<file path="src/rtl/memchk_pkg.sv">
package memchk_pkg;
  localparam int ACC_W = 32;

  localparam logic [15:0] CODE_IDLE = 16'h0001;
  localparam logic [15:0] CODE_SUM  = 16'h0004;
  localparam logic [15:0] CODE_CRC  = 16'h0005;

  localparam logic [7:0] OP_SUM = 8'h04;
  localparam logic [7:0] OP_CRC = 8'h05;

  typedef enum logic [1:0] {
    PS_NONE = 2'd0,
    PS_BUSY = 2'd1,
    PS_DONE = 2'd2
  } proc_t;

  typedef enum logic [1:0] {
    ENG_IDLE = 2'd0,
    ENG_SUM  = 2'd1,
    ENG_CRC  = 2'd2
  } eng_t;

  // One byte of a right-shifting (reflected) CRC update.
  function automatic logic [ACC_W-1:0] crc_byte(input logic [ACC_W-1:0] c_in,
                                                input logic [7:0] b,
                                                input logic [ACC_W-1:0] poly_rev);
    logic [ACC_W-1:0] c;
    c = c_in ^ {{(ACC_W-8){1'b0}}, b};
    for (int k = 0; k < 8; k++) begin
      c = c[0] ? ((c >> 1) ^ poly_rev) : (c >> 1);
    end
    return c;
  endfunction
endpackage

</file>
<file path="src/rtl/memchk_fetch.sv">
module memchk_fetch #(
  parameter int ADDR_W = 32,
  parameter int DATA_W = 32
) (
  input  logic                     clk,
  input  logic                     rst_n,
  input  logic                     load,
  input  logic                     active,
  input  logic [ADDR_W-1:0]        base,
  input  logic [ADDR_W-1:0]        len,
  input  logic                     mem_rvalid,
  output logic                     mem_req,
  output logic [ADDR_W-1:0]        mem_addr,
  output logic [DATA_W/8-1:0]      lane_en,
  output logic                     beat,
  output logic                     empty
);
  localparam int LANES = DATA_W / 8;
  localparam int OFF_W = $clog2(LANES);

  logic [ADDR_W-1:0] cur_q, cur_d;
  logic [ADDR_W-1:0] rem_q, rem_d;
  logic              pend_q, pend_d;
  logic [OFF_W-1:0]  off;
  logic [ADDR_W-1:0] room, take;

  always_comb begin
    off  = cur_q[OFF_W-1:0];
    room = ADDR_W'(LANES) - ADDR_W'(off);
    take = (rem_q < room) ? rem_q : room;
  end

  genvar g;
  generate
    for (g = 0; g < LANES; g++) begin : g_lane
      assign lane_en[g] = (ADDR_W'(g) >= ADDR_W'(off)) &&
                          (ADDR_W'(g) < (ADDR_W'(off) + take));
    end
  endgenerate

  assign empty    = (rem_q == '0);
  assign mem_req  = active && !pend_q && !empty;
  assign beat     = pend_q && mem_rvalid;
  assign mem_addr = {cur_q[ADDR_W-1:OFF_W], {OFF_W{1'b0}}};

  always_comb begin
    cur_d  = cur_q;
    rem_d  = rem_q;
    pend_d = pend_q;
    if (load) begin
      cur_d  = base;
      rem_d  = len;
      pend_d = 1'b0;
    end else if (beat) begin
      cur_d  = cur_q + take;
      rem_d  = rem_q - take;
      pend_d = 1'b0;
    end else if (mem_req) begin
      pend_d = 1'b1;
    end
  end

  always_ff @(posedge clk or negedge rst_n) begin
    if (!rst_n) begin
      cur_q  <= '0;
      rem_q  <= '0;
      pend_q <= 1'b0;
    end else begin
      cur_q  <= cur_d;
      rem_q  <= rem_d;
      pend_q <= pend_d;
    end
  end
endmodule

</file>
<file path="src/rtl/memchk_accum.sv">
module memchk_accum
  import memchk_pkg::*;
#(
  parameter int               DATA_W   = 32,
  parameter logic [ACC_W-1:0] POLY_REV = 32'hEDB88320
) (
  input  logic                clk,
  input  logic                rst_n,
  input  logic                load,
  input  logic [ACC_W-1:0]    init,
  input  logic                crc_mode,
  input  logic                update,
  input  logic [DATA_W/8-1:0] lane_en,
  input  logic [DATA_W-1:0]   word,
  output logic [ACC_W-1:0]    acc
);
  localparam int LANES = DATA_W / 8;

  logic [ACC_W-1:0] acc_q, acc_d, folded;

  // Lanes are folded lowest address first.
  always_comb begin
    folded = acc_q;
    for (int i = 0; i < LANES; i++) begin
      if (lane_en[i]) begin
        if (crc_mode) folded = crc_byte(folded, word[8*i +: 8], POLY_REV);
        else          folded = folded + {{(ACC_W-8){1'b0}}, word[8*i +: 8]};
      end
    end
  end

  always_comb begin
    acc_d = acc_q;
    if (load)        acc_d = init;
    else if (update) acc_d = folded;
  end

  always_ff @(posedge clk or negedge rst_n) begin
    if (!rst_n) acc_q <= '0;
    else        acc_q <= acc_d;
  end

  assign acc = acc_q;
endmodule

</file>
<file path="src/rtl/memchk_ctrl.sv">
module memchk_ctrl
  import memchk_pkg::*;
(
  input  logic             clk,
  input  logic             rst_n,
  input  logic             trig,
  input  logic [7:0]       cmd_code,
  input  logic             irq_clr,
  input  logic             empty,
  input  logic [ACC_W-1:0] acc,
  output logic [15:0]      state_code,
  output logic             ready,
  output logic [1:0]       proc_status,
  output logic             irq_flag,
  output logic [ACC_W-1:0] result,
  output logic             load,
  output logic             active,
  output logic             crc_mode
);
  eng_t             st_q, st_d;
  logic             rdy_q, rdy_d;
  proc_t            ps_q, ps_d;
  logic             irq_q, irq_d;
  logic [ACC_W-1:0] res_q, res_d;
  logic             cmd_ok, accept, finish;

  assign cmd_ok = (cmd_code == OP_SUM) || (cmd_code == OP_CRC);
  assign accept = trig && (st_q == ENG_IDLE) && rdy_q && cmd_ok;
  assign finish = (st_q != ENG_IDLE) && empty;

  always_comb begin
    st_d  = st_q;
    rdy_d = rdy_q;
    ps_d  = ps_q;
    res_d = res_q;
    irq_d = irq_q;
    if (irq_clr) irq_d = 1'b0;
    if (accept) begin
      st_d  = (cmd_code == OP_CRC) ? ENG_CRC : ENG_SUM;
      rdy_d = 1'b0;
      ps_d  = PS_BUSY;
      irq_d = 1'b1;
    end else if (finish) begin
      st_d  = ENG_IDLE;
      rdy_d = 1'b1;
      ps_d  = PS_DONE;
      res_d = acc;
      irq_d = 1'b1;
    end
  end

  always_ff @(posedge clk or negedge rst_n) begin
    if (!rst_n) begin
      st_q  <= ENG_IDLE;
      rdy_q <= 1'b1;
      ps_q  <= PS_NONE;
      irq_q <= 1'b0;
      res_q <= '0;
    end else begin
      st_q  <= st_d;
      rdy_q <= rdy_d;
      ps_q  <= ps_d;
      irq_q <= irq_d;
      res_q <= res_d;
    end
  end

  always_comb begin
    case (st_q)
      ENG_SUM: state_code = CODE_SUM;
      ENG_CRC: state_code = CODE_CRC;
      default: state_code = CODE_IDLE;
    endcase
  end

  assign ready       = rdy_q;
  assign proc_status = ps_q;
  assign irq_flag    = irq_q;
  assign result      = res_q;
  assign load        = accept;
  assign active      = (st_q != ENG_IDLE);
  assign crc_mode    = (st_q == ENG_CRC);
endmodule

</file>
<file path="src/rtl/memchk_engine.sv">
module memchk_engine
  import memchk_pkg::*;
#(
  parameter int               ADDR_W   = 32,
  parameter int               DATA_W   = 32,
  parameter logic [ACC_W-1:0] POLY_REV = 32'hEDB88320
) (
  input  logic              clk,
  input  logic              rst_n,
  input  logic [7:0]        cmd_code,
  input  logic [ADDR_W-1:0] start_addr,
  input  logic [ADDR_W-1:0] byte_len,
  input  logic [ACC_W-1:0]  seed,
  input  logic              trig,
  input  logic              irq_clr,
  output logic [15:0]       state_code,
  output logic              ready,
  output logic [1:0]        proc_status,
  output logic              irq_flag,
  output logic [ACC_W-1:0]  result,
  output logic              mem_req,
  output logic [ADDR_W-1:0] mem_addr,
  input  logic              mem_rvalid,
  input  logic [DATA_W-1:0] mem_rdata
);
  localparam int LANES = DATA_W / 8;

  logic             load, active, crc_mode, beat, empty;
  logic [LANES-1:0] lane_en;
  logic [ACC_W-1:0] acc;

  memchk_ctrl u_ctrl (
    .clk        (clk),
    .rst_n      (rst_n),
    .trig       (trig),
    .cmd_code   (cmd_code),
    .irq_clr    (irq_clr),
    .empty      (empty),
    .acc        (acc),
    .state_code (state_code),
    .ready      (ready),
    .proc_status(proc_status),
    .irq_flag   (irq_flag),
    .result     (result),
    .load       (load),
    .active     (active),
    .crc_mode   (crc_mode)
  );

  memchk_fetch #(.ADDR_W(ADDR_W), .DATA_W(DATA_W)) u_fetch (
    .clk       (clk),
    .rst_n     (rst_n),
    .load      (load),
    .active    (active),
    .base      (start_addr),
    .len       (byte_len),
    .mem_rvalid(mem_rvalid),
    .mem_req   (mem_req),
    .mem_addr  (mem_addr),
    .lane_en   (lane_en),
    .beat      (beat),
    .empty     (empty)
  );

  memchk_accum #(.DATA_W(DATA_W), .POLY_REV(POLY_REV)) u_accum (
    .clk     (clk),
    .rst_n   (rst_n),
    .load    (load),
    .init    (seed),
    .crc_mode(crc_mode),
    .update  (beat),
    .lane_en (lane_en),
    .word    (mem_rdata),
    .acc     (acc)
  );
endmodule

</file>
<file path="config.mk">
export PLATFORM = sky130hd
export DESIGN_NAME = memchk_engine
export DESIGN_NICKNAME = d
export VERILOG_FILES = /design/src/rtl/memchk_pkg.sv /design/src/rtl/memchk_fetch.sv /design/src/rtl/memchk_accum.sv /design/src/rtl/memchk_ctrl.sv /design/src/rtl/memchk_engine.sv
export SDC_FILE = /design/constraint.sdc
export NUM_CORES = 1
export LEC_CHECK = 0
export BUFFER_PORTS_ARGS = -buffer_cell sky130_fd_sc_hd__buf_2
export CAP_MARGIN = 20
export CORE_ASPECT_RATIO = 0.8
export CORE_UTILIZATION = 35
export CTS_CLUSTER_SIZE = 28
export DETAILED_ROUTE_END_ITERATION = 8
export PLACE_DENSITY = 0.59
export REMOVE_ABC_BUFFERS = 1
export SLEW_MARGIN = 20
export SYNTH_ARGS = -nofsm -noshare
export SYNTH_HDL_FRONTEND = slang
export SYNTH_HIERARCHICAL = 1
export SYNTH_SLANG_ARGS = --single-unit
</file>
<file path="constraint.sdc">
create_clock -name clk -period 19.42 [get_ports clk]
set_input_delay 1.942 -clock clk [delete_from_list [all_inputs] [get_ports clk]]
set_output_delay 1.942 -clock clk [all_outputs]
set_load 0.02 [all_outputs]
</file>
# Word level (Yosys, flattened, before mapping)
# Index checks and enable logic that the tools add are counted.
# word_totals
regBits	135
in_bits	141
out_inout_bits	85
word_cells	148
# classes
n_addsub	8
order_cmp	8
eq_ne	4
n_mux	61
bitwise	37
reduce_logical	21
# ops
op	n
two-way mux 32 bit	47
NOT 13 -> 14 bit	32
adder 32 x 8 -> 32 bit	4
bitwise XOR 32 x 8 -> 32 bit	4
< comparator 1 x 32 -> 1 bit (first input constant)	2
< comparator 2 x 32 -> 1 bit (first input constant)	2
adder 2 x 32 -> 32 bit	1
adder 32 bit	1
logical NOT 32 bit	1
< comparator 32 bit	1
subtractor 32 bit	1
== test 8 x 3 -> 1 bit (second input constant)	2
logical AND 1 bit	10
two-way mux 2 bit	5
two-way mux 1 bit	8
case mux 3 bit (2 select lines)	1
nonzero test 2 bit	3
nonzero test 3 bit	2
greater-or-equal comparator 1 x 2 -> 1 bit (first input constant)	2
subtractor 3 x 2 -> 4 bit (first input constant)	1
== test 2 x 1 -> 1 bit (second input constant)	1
== test 2 bit (second input constant)	1
greater-or-equal comparator 2 bit (first input constant)	1
logical NOT 1 bit	2
other kinds (4)	4

# Logic depth before layout (Yosys ltp)
# Gate-level depths: netlist (run 1).
# logic_depth
depth_word	78
ltp_mapped	52

# By module
# The synthesis (run 1) kept the hierarchy.
# by_module_without_submodules
module	n_inst	cells_per_inst	area_per_inst_um2
memchk_accum	1	1544	11377.2
memchk_fetch	1	629	5175.0
memchk_ctrl	1	180	1649.1

# Least setup slack after synthesis (run 1)
# No wires, ideal clock.
# synth_path
path_type	reg2reg
from	reg u_fetch.rem_q[18]
to	reg u_accum.acc_q[30], in the netlist u_accum/acc[30]
arrival_time_ns	11.019
slack_ns	8.277
path_stages_with_launch	50
synth_period_minus_slack_ns	11.143
cell_sequence	dfrtp_1 or3_4 or4_1 buf_2 or4_1 or4_4 a211o_4 nand2_1 o21ai_0 ha_1 fa_1 nand2_1 mux2_4 o31a_1 buf_2 buf_2 clkbuf_1 buf_1 [14 not listed] xnor2_1 nor2_1 a21oi_1 a21oi_1 ha_1 clkbuf_1 a221oi_1 nor2b_1 o21ai_0 nand2b_1 and2_1 and3_1 and3_1 clkbuf_1 nand4_2 or4_1 mux2i_1 o21ai_1
# synth_rtl
item	line_no	rtl
from (decl)	memchk_fetch.sv:22	logic [ADDR_W-1:0] rem_q, rem_d;
from (signal assigned)	memchk_fetch.sv:70	rem_q <= rem_d;
< comparator 32 bit	memchk_fetch.sv:30	take = (rem_q < room) ? rem_q : room;
two-way mux 32 bit *	memchk_fetch.sv:30	
adder 2 x 32 -> 32 bit *	memchk_fetch.sv:37	(ADDR_W'(g) < (ADDR_W'(off) + take));
< comparator 2 x 32 -> 1 bit *	memchk_fetch.sv:37	
via lane_en[3]	memchk_engine.sv:29	logic [LANES-1:0] lane_en;
two-way mux 32 bit *	memchk_accum.sv:25	if (lane_en[i]) begin
two-way mux 32 bit *	memchk_accum.sv:35	else if (update) acc_d = folded;
two-way mux 32 bit *	memchk_accum.sv:34	if (load) acc_d = init;
to (signal assigned)	memchk_accum.sv:39	if (!rst_n) acc_q <= '0;
to (signal assigned)	memchk_accum.sv:40	else acc_q <= acc_d;
to (decl)	memchk_accum.sv:19	logic [ACC_W-1:0] acc_q, acc_d, folded;
# The timed path passes the listed nets; every way through them passes the cells marked *. The select of a mux whose other input is x is not followed.
# A chain may end at the register's enable or synchronous reset.

# Final worst setup path (run 1)
# layout_path
from	reg u_fetch.rem_q[18]
to	reg u_accum.acc_q[25], in the netlist u_accum/acc[25]
# Same word-level chain as after synthesis.

==> results_dict.tcl, run 1 <==
set metrics [dict create \
    mostFrequentLayoutCells "nand2_1, xnor2_1, buf_2" \
    cp_slowest_cell "clkinv_1" \
    firstDrtPassIters 6 \
    crit_path_frequent_cell "xnor2_1" \
    synth_top_area_frac 0.1842 \
    dieWidth_um 257.0 \
    overflow 0 \
    grt_use_met2 0.4440 \
    die_y_um 206.0 \
    start_util 0.3555 \
    synth_top_cell_by_area "dfrtp_1" \
    netlist-cell-type-count 119 \
    fin_setup_tns_ps 0 \
    ys_seq_area_frac 0.1857 \
    max_freq_mhz 76.27 \
    clk-insertion-delay-late_ps 430 \
    fillCellCount 5299 \
    maxSlewViolCount 0 \
    relSlewSlack 0.2126 \
    fin_nets 2688 \
    post-place-ws_ps 6440 \
    cts_tree "done" \
    critPathLaunchType "register" \
    cts-root-buf "clkbuf_16" \
    hold_buffers 0 \
    worstSetupPathType "reg2reg" \
    setup_violations 0 \
    worstHoldEndpoint "u_ctrl/result[8]" \
    place.gp.congestion 1.019 \
    die_area_um2 52920 \
    core_um2 51200 \
    outcome "finished clean" \
    synthTopCellsByArea "dfrtp_1, xnor2_1, nand2_1" \
    clock_skew_ps 22.18 \
    yosys_warnings 6 \
    reg2reg_to "u_accum/acc[25]" \
    fin_ws_ps 6309 \
    cp-end-kind "register" \
    clock_sinks 135 \
    synth_ff_type "dfrtp_1" \
    drc 0 \
    fin_crit_sh 0.6751 \
    ff_latch_area_um2 3379 \
    cpPeakStageDelay_ps 720 \
    hold_violations 0 \
    ys_ff_latch 135 \
    final_layout_size_suffix_gt1_frac 0.1439 \
    synth-edff-count 0 \
    vias_per_cell 6.007 \
    period_needed_ps 13110 \
    r2r_setup_slack_ps 6310 \
    grt.busiest_layer "met2" \
    postSynthAreaPerCell_um2 7.735 \
    multiInputGateArea_um2 13650 \
    cts_buffer_depth 2 \
    tightest_slew_ps 1181 \
    synthArstFlopShare 1.000 \
    ant_nets 0 \
    post_cts.repair.setup_buffers 0 \
    cp.required_ps 19700 \
    first_global_vias 18000 \
    grt_antenna_before_repair 19 \
    ios 226 \
    post_cts_resized 0 \
    min_path_cells 2 \
    path_clk_slew_ps 60 \
    hold_path_class "reg2reg" \
    worstRegToRegCells 42 \
    final_common_cell "nand2_1" \
    cap_violations 0 \
    core.rowCount 74 \
    grt_use_met1 0.3836 \
    vias 18970 \
    numCtsBuffers 17 \
    arrival_ps 13390 \
    timing.rr.start "u_fetch/rem_q[18]" \
    grt_start_max_net_pins 85 \
    dp_cells 3119 \
    routedWlPerCell_um 24.21 \
    drt_iter0_drc 2031 \
    areaGrowthSynthToFinish_pct 10.48 \
    gr-usage-met3 0.06635 \
    fin_cells 3157 \
    grt_usage 0.2806 \
    path_max_fanout 50 \
    rsz0062_at_grt "no" \
    grt_pass1_wl_mm 112.9 \
    hp-start "u_ctrl/result[8]" \
    dp.final_hpwl_mm 59.51 \
    routed_wl_mm 76.43 \
    synth_cells 2353 \
    io_buffers 209 \
    netlist_area_um2 18200 \
    htree_levels 4 \
]
-- worst max path at each step --
stage                       from               to  slack (ps)  depth (start not counted)
3_5_place_dp   u_fetch/rem_q[18]  u_accum/acc[17]        6440                         45
4_1_cts        u_fetch/rem_q[18]  u_accum/acc[17]        6410                         45
3_3_place_gp   u_fetch/rem_q[18]  u_accum/acc[16]        6710                         45
5_1_grt         u_fetch/rem_q[4]  u_accum/acc[24]        5440                         42
2_1_floorplan  u_fetch/rem_q[18]  u_accum/acc[17]        7530                         44
6_report       u_fetch/rem_q[18]  u_accum/acc[25]        6310                         42
-- logic make-up after synthesis --
logic type                 synth area share
and+or+nand+nor                      0.2260
buffers and inverters               0.07383
adders and majority gates           0.06572
DFF                                  0.1857
other                             0.0004126
muxes                               0.02812
AOI/OAI and AO/OA                    0.2517
xor gates and xnor gates             0.1686
-- synth_stat cells, types with 30 or more instances --
cell type,number
ha_1,86
mux2i_1,38
a21oi_1,153
o211ai_1,31
xor2_1,85
nand2_1,294
and3_1,30
inv_1,55
nand3_1,54
o22ai_1,31
nor3_1,49
a211oi_1,34
buf_4,56
nand4_1,33
dfrtp_1,134
clkbuf_1,96
o21ai_0,152
xnor2_1,222
nor2_1,174
-- sequential cells by signal, indices dropped and copies added, names as in the netlist --
signal,count
u_ctrl/st_q,2
u_ctrl/ready,1
u_fetch/rem_q,32
u_fetch/cur_q,32
u_accum/acc,32
u_ctrl/result,32
u_ctrl/irq_flag,1
u_fetch/pend_q,1
u_ctrl/proc_status,2
-- final cells by class --
type | instances | area share
Antenna cell | 6 | 0.0007466
Inverter | 58 | 0.01095
Clock buffer | 18 | 0.02134
Clock inverter | 13 | 0.01083
Multi-Input combinational cell | 1996 | 0.6790
Sequential cell | 135 | 0.1681
Timing Repair Buffer | 247 | 0.06651
Tap cell | 684 | 0.04256
-- per-stage QoR --
step,hold WS [ps],util,instance area (µm²)
3_5_place_dp,458.0,0.3796,19440
4_1_cts,472.6,0.3923,20080
3_3_place_gp,453.8,0.3796,19440
5_1_grt,499.8,0.3926,20100
6_report,473.4,0.3927,20110
2_1_floorplan,467.4,-,17230
-- worst max-delay path, delay by kind of cell, from the launching register on --
family,cells,cell delay (ps)
xor gates and xnor gates,7,2170
and+or+nand+nor,12,3250
adders and majority gates,6,2310
AOI/OAI and AO/OA,14,3060
DFF,1,420
muxes,1,500
buffers and inverters,2,1190
-- per-layer routing --
layer | wire length [µm] | part of all wire | vias up
li1 | - | - | 8702
met1 | 33540 | 0.44 | 9247
met2 | 33450 | 0.44 | 878
met3 | 7454 | 0.098 | 116
met4 | 1851 | 0.024 | 22
met5 | 130 | 0.0017 | -
Power of run 1 is left out: the tool's default activity adds up to more than one toggle a clock period on the data nets, which glitch-free logic cannot reach.
==> run 2: changes to the inputs <==
--- a/config.mk
+++ b/config.mk
@@ -11,7 +11,7 @@
 export CORE_UTILIZATION = 35
 export CTS_CLUSTER_SIZE = 28
 export DETAILED_ROUTE_END_ITERATION = 8
-export PLACE_DENSITY = 0.59
+export PLACE_DENSITY = 0.61
 export REMOVE_ABC_BUFFERS = 1
 export SLEW_MARGIN = 20
 export SYNTH_ARGS = -nofsm -noshare
==> constraint.sdc (replaced) <==
create_clock -name clk -period 10.6 [get_ports clk]
set_input_delay 1.06 -clock clk [delete_from_list [all_inputs] [get_ports clk]]
set_output_delay 1.06 -clock clk [all_outputs]
set_load 0.02 [all_outputs]
==> run 2 against run 1 <==
Setup slack got worse by 6000 ps. Die area is the same. Non-clock buffer count grew 127. Wire length increased by 4.3%. Via count grew 3.6%. Worst hold slack lost 5.3 ps. Register-to-register slack got worse by 6000 ps. Final cell count increased by 4.3%. Maximum frequency increased by 27%. Critical path depth fell by 2. Count of clock-buffer cells in the layout is 1 higher. Global-route usage grew 1.3 points. Critical path type unchanged. Critical endpoint is now u_accum/acc[22].
==> results_dict.tcl, run 2 (synthesis results as in run 1) <==
set metrics [dict create \
    outcome "finished clean" \
    die_y_um 206.0 \
    period_needed_ps 10290 \
    drc 0 \
    routedWlPerCell_um 24.21 \
    hp-start "u_ctrl/result[23]" \
    cp_slowest_cell "or4_4" \
    maxSlewViolCount 0 \
    relSlewSlack 0.3153 \
    cts_tree "done" \
    grt_usage 0.2937 \
    fin_nets 2815 \
    critical_path.top_delay_family "compound AO/OA/AOI/OAI gates" \
    dieWidth_um 257.0 \
    core.rowCount 74 \
    areaGrowthSynthToFinish_pct 16.72 \
    mostFrequentLayoutCells "nand2_1, xnor2_1, buf_2" \
    reg2reg_to "u_accum/acc[22]" \
    dp.final_hpwl_mm 62.37 \
    io_buffers 209 \
    routed_wl_mm 79.71 \
    ant_nets 0 \
    final_layout_size_suffix_gt1_frac 0.2019 \
    grt_pass1_wl_mm 119.1 \
    path_max_fanout 16 \
    cp.required_ps 10870 \
    die_area_um2 52920 \
    core_um2 51200 \
    cts-root-buf "clkbuf_16" \
    cp_num_buf_inv 3 \
    first_global_vias 18870 \
    clk-insertion-delay-late_ps 420 \
    vias 19650 \
    vias_per_cell 5.969 \
    tightest_slew_ps 1027 \
    start_util 0.3555 \
    r2r_setup_slack_ps 310 \
    cp-end-kind "register" \
    grt_antenna_before_repair 14 \
    setup_violations 0 \
    fin_setup_tns_ps 0 \
    max_freq_mhz 97.18 \
    hold_path_class "reg2reg" \
    htree_levels 4 \
    path_clk_slew_ps 60 \
    worstRegToRegCells 40 \
    timing.rr.start "u_fetch/rem_q[18]" \
    final_common_cell "nand2_1" \
    hold_buffers 0 \
    cpPeakStageDelay_ps 440 \
    worstHoldEndpoint "u_ctrl/result[23]" \
    clock_skew_ps 21.94 \
    numCtsBuffers 17 \
    firstDrtPassIters 6 \
    place.gp.congestion 0.9958 \
    drt_iter0_drc 2173 \
    critPathLaunchType "register" \
    cts_buffer_depth 2 \
    min_path_cells 2 \
    ios 226 \
    overflow 0 \
    fin_crit_sh 0.9708 \
    arrival_ps 10560 \
    hold_violations 0 \
    worstSetupPathType "reg2reg" \
    grt_start_max_net_pins 80 \
    clock_sinks 135 \
    cap_violations 0 \
]
## run 2: cell count changes in the layout (fill, tap and decap cells not counted), sizes merged
| cell | previous run | this run |
|---|---|---|
| clkinv | 4 | 6 |
| buf | 246 | 374 |
| diode | 6 | 13 |
| inv | 60 | 62 |
| bufinv | 5 | 1 |
## run 2: layout make-up
type / instances / area [µm²]
multi-input cells: 1996 / 13860
clock inverters: 13 / 138.9
well taps: 684 / 855.8
flip-flops and latches: 135 / 3379
fillers: 5275 / 29960
inverters: 58 / 220.2
clock buffers: 19 / 452.9
repair buffers: 374 / 2302
diodes: 13 / 32.53
## run 2: routing by layer
metal	track usage	share of wire	vias to the layer above
met5	0	0.00087	-
met4	0.09184	0.031	10
met3	0.06439	0.10	136
met2	0.4652	0.44	996
met1	0.3969	0.43	9549
li1	-	-	8958
## run 2: worst register-to-register path: cells and delay by family (launching register included)
kind / cells / cell delay, ps
adders and majority gates: 5 / 1800
and+or+nand+nor: 14 / 3240
muxes: 1 / 290
AOI/OAI and AO/OA: 16 / 3660
xor gates and xnor gates: 1 / 180
DFF: 1 / 400
buffers and inverters: 3 / 550
## run 2: worst max-delay path by stage
stage,end,start,depth (start not counted)
2_1_floorplan,u_accum/acc[17],u_fetch/rem_q[18],44
3_3_place_gp,u_accum/acc[11],u_fetch/rem_q[18],45
3_5_place_dp,u_accum/acc[24],u_fetch/rem_q[18],44
4_1_cts,u_accum/acc[20],u_fetch/rem_q[18],43
5_1_grt,u_accum/acc[13],u_fetch/rem_q[4],46
6_report,u_accum/acc[22],u_fetch/rem_q[18],40
## run 2: metrics by stage
step	instance area (µm²)	hold slack (ps)	setup slack [ps]	utilization	cells
finish	21240	468.2	309.4	0.4149	3292
global route	21220	491.4	-125.9	0.4145	3284
CTS	20960	472.0	24.22	0.4094	3269
detailed placement	20320	457.3	-306.1	0.3969	3237
global placement	20320	458.1	-211.9	0.3969	3237
floorplan	17230	467.4	-1291	-	2189
## run 2: repair_timing
item / CTS / global route
pin swaps: 3 / 13
setup endpoints to repair: 24 / 27
cloned: 0 / 0
setup buffers: 0 / 10
gates resized for setup: 9 / 46
Power of run 2 is left out for the same reason.
==> run 3: changes to the inputs <==
--- a/config.mk
+++ b/config.mk
@@ -7,7 +7,8 @@
 export LEC_CHECK = 0
 export BUFFER_PORTS_ARGS = -buffer_cell sky130_fd_sc_hd__buf_2
 export CAP_MARGIN = 20
-export CORE_ASPECT_RATIO = 0.8
+export CORE_ASPECT_RATIO = 1.25
+export CORE_MARGIN = 4
 export CORE_UTILIZATION = 35
 export CTS_CLUSTER_SIZE = 28
 export DETAILED_ROUTE_END_ITERATION = 8
==> constraint.sdc (replaced) <==
create_clock -name clk -period 9.3 [get_ports clk]
set_input_delay 0.93 -clock clk [delete_from_list [all_inputs] [get_ports clk]]
set_output_delay 0.93 -clock clk [all_outputs]
set_load 0.02 [all_outputs]
==> run 3 against run 2 <==
The run now ends with negative setup slack left. Setup slack worse by 740 ps. Global-route usage up 0.19 points. Count of clock-buffer cells in the layout down 2. Utilization is 7.5 points higher. Worst hold slack better by 7.8 ps. Final cell count increased by 9.7%. Via count is 6.5% higher. Highest routed layer unchanged.
==> results_dict.tcl, run 3 (synthesis results as in run 1) <==
set metrics [dict create \
    start_util 0.3531 \
    core.rowCount 93 \
    cpPeakStageDelay_ps 440 \
    clock_skew_ps 26.52 \
    period_needed_ps 9733 \
    io_buffers 209 \
    dieWidth_um 212.0 \
    final_common_cell "buf_4" \
    hold_path_class "reg2reg" \
    vias 20930 \
    vias_per_cell 5.799 \
    outcome "complete, but fails checks" \
    first_global_vias 21340 \
    worstSetupPathType "reg2reg" \
    fin_ws_ps -433.3 \
    rsz0062_at_grt "yes" \
    ios 226 \
    drt_iter0_drc 1638 \
    relSlewSlack 0.3208 \
    cts_tree "done" \
    fin_crit_sh 1.047 \
    routedWlPerCell_um 23.82 \
    firstDrtPassIters 5 \
    reg2reg_to "u_accum/acc[20]" \
    dp.final_hpwl_mm 66.59 \
    cts-root-buf "clkbuf_16" \
    die_area_um2 55740 \
    final_layout_size_suffix_gt1_frac 0.3467 \
    areaGrowthSynthToFinish_pct 38.86 \
    drc 0 \
    core_um2 51550 \
    setup_violations 25 \
    die_y_um 263.0 \
    overflow 0 \
    grt_usage 0.2957 \
    violations "negative setup slack" \
    grt_antenna_before_repair 8 \
    post-place-ws_ps -1417 \
    r2r_setup_slack_ps -430 \
    maxSlewViolCount 0 \
    numCtsBuffers 17 \
    cp.required_ps 9650 \
    htree_levels 4 \
    cap_violations 0 \
    path_max_fanout 8 \
    max_freq_mhz 102.7 \
    tightest_slew_ps 1019 \
    clock_sinks 135 \
    cts_buffer_depth 2 \
    place.gp.congestion 1.018 \
    endpoint "u_accum/acc[20]" \
    crit_path_frequent_cell "ha_4" \
    routed_wl_mm 85.99 \
    timing.rr.start "u_fetch/rem_q[20]" \
    worstRegToRegCells 44 \
    mostFrequentLayoutCells "buf_4, nand2_1, buf_2" \
    hold_violations 0 \
    grt_pass1_wl_mm 127.6 \
    grt_start_max_net_pins 88 \
    path_clk_slew_ps 70 \
    startpoint "u_fetch/rem_q[20]" \
    arrival_ps 10080 \
    critPathLaunchType "register" \
    cp-end-kind "register" \
    fin_nets 3162 \
    ant_nets 0 \
    cp_slowest_cell "or4_4" \
    clk-insertion-delay-late_ps 450 \
]
==> run 3: worst max-delay path: cells and delay by family, from the launching register on <==
kind / cells / cell delay, ps
buffers and inverters: 4 / 580
AND/OR/NAND/NOR: 13 / 2770
XOR/XNOR: 4 / 750
flip-flops: 1 / 380
multiplexers: 1 / 290
adder cells (fa/ha/maj): 7 / 1740
AO/OA/AOI/OAI: 15 / 3110
==> run 3: what timing repair did <==
action                                 in CTS  in global routing
setup endpoints to repair                  32                 32
hold buffers                                0                  0
endpoints found under the hold margin       0                  0
buffers inserted                           55                 29
gates resized for setup                   220                 91
gates cloned                                1                  0
pin swaps                                 106                 73
==> run 3: worst min-delay path by stage <==
stage | start | end | slack, ps | depth (start not counted)
6_report | u_ctrl/result[27] | u_ctrl/result[27] | 480 | 2
2_1_floorplan | u_accum/acc[3] | u_ctrl/result[3] | 470 | 2
4_1_cts | u_ctrl/result[27] | u_ctrl/result[27] | 480 | 2
5_1_grt | u_ctrl/proc_status[0] | u_ctrl/proc_status[0] | 510 | 2
3_5_place_dp | u_ctrl/result[27] | u_ctrl/result[27] | 460 | 2
3_3_place_gp | u_ctrl/result[26] | u_ctrl/result[26] | 460 | 2
==> run 3: through the flow <==
stage | hold WS [ps] | instance area (µm²) | setup TNS (ps) | cells | utilization
floorplan | 467.4 | 17230 | -68750 | 2189 | -
global placement | 457.1 | 22410 | -30620 | 3496 | 0.4348
detailed placement | 461.8 | 22410 | -36320 | 3496 | 0.4348
CTS | 479.5 | 24520 | -4488 | 3582 | 0.4756
global route | 507.0 | 25270 | -15540 | 3608 | 0.4902
finish | 475.9 | 25270 | -6933 | 3610 | 0.4903
==> run 3: per-layer routing <==
metal / GRT usage / routed length [µm] / vias to the layer above
met4: 0.1961 / 6962 / 10
met3: 0.05194 / 5080 / 300
met1: 0.3279 / 31690 / 10080
met2: 0.5122 / 42180 / 903
met5: 0 / 70 / -
li1: - / - / 9637
==> run 3: cell type report <==
type	count	area (µm²)
fillers	4994	26270
inverters	58	225.2
diodes	3	7.507
multi-input cells	1996	15130
clock buffers	17	425.4
flip-flops and latches	135	3379
repair buffers	721	5077
well taps	665	832.0
clock inverters	15	201.4
Power of run 3 is left out for the same reason.
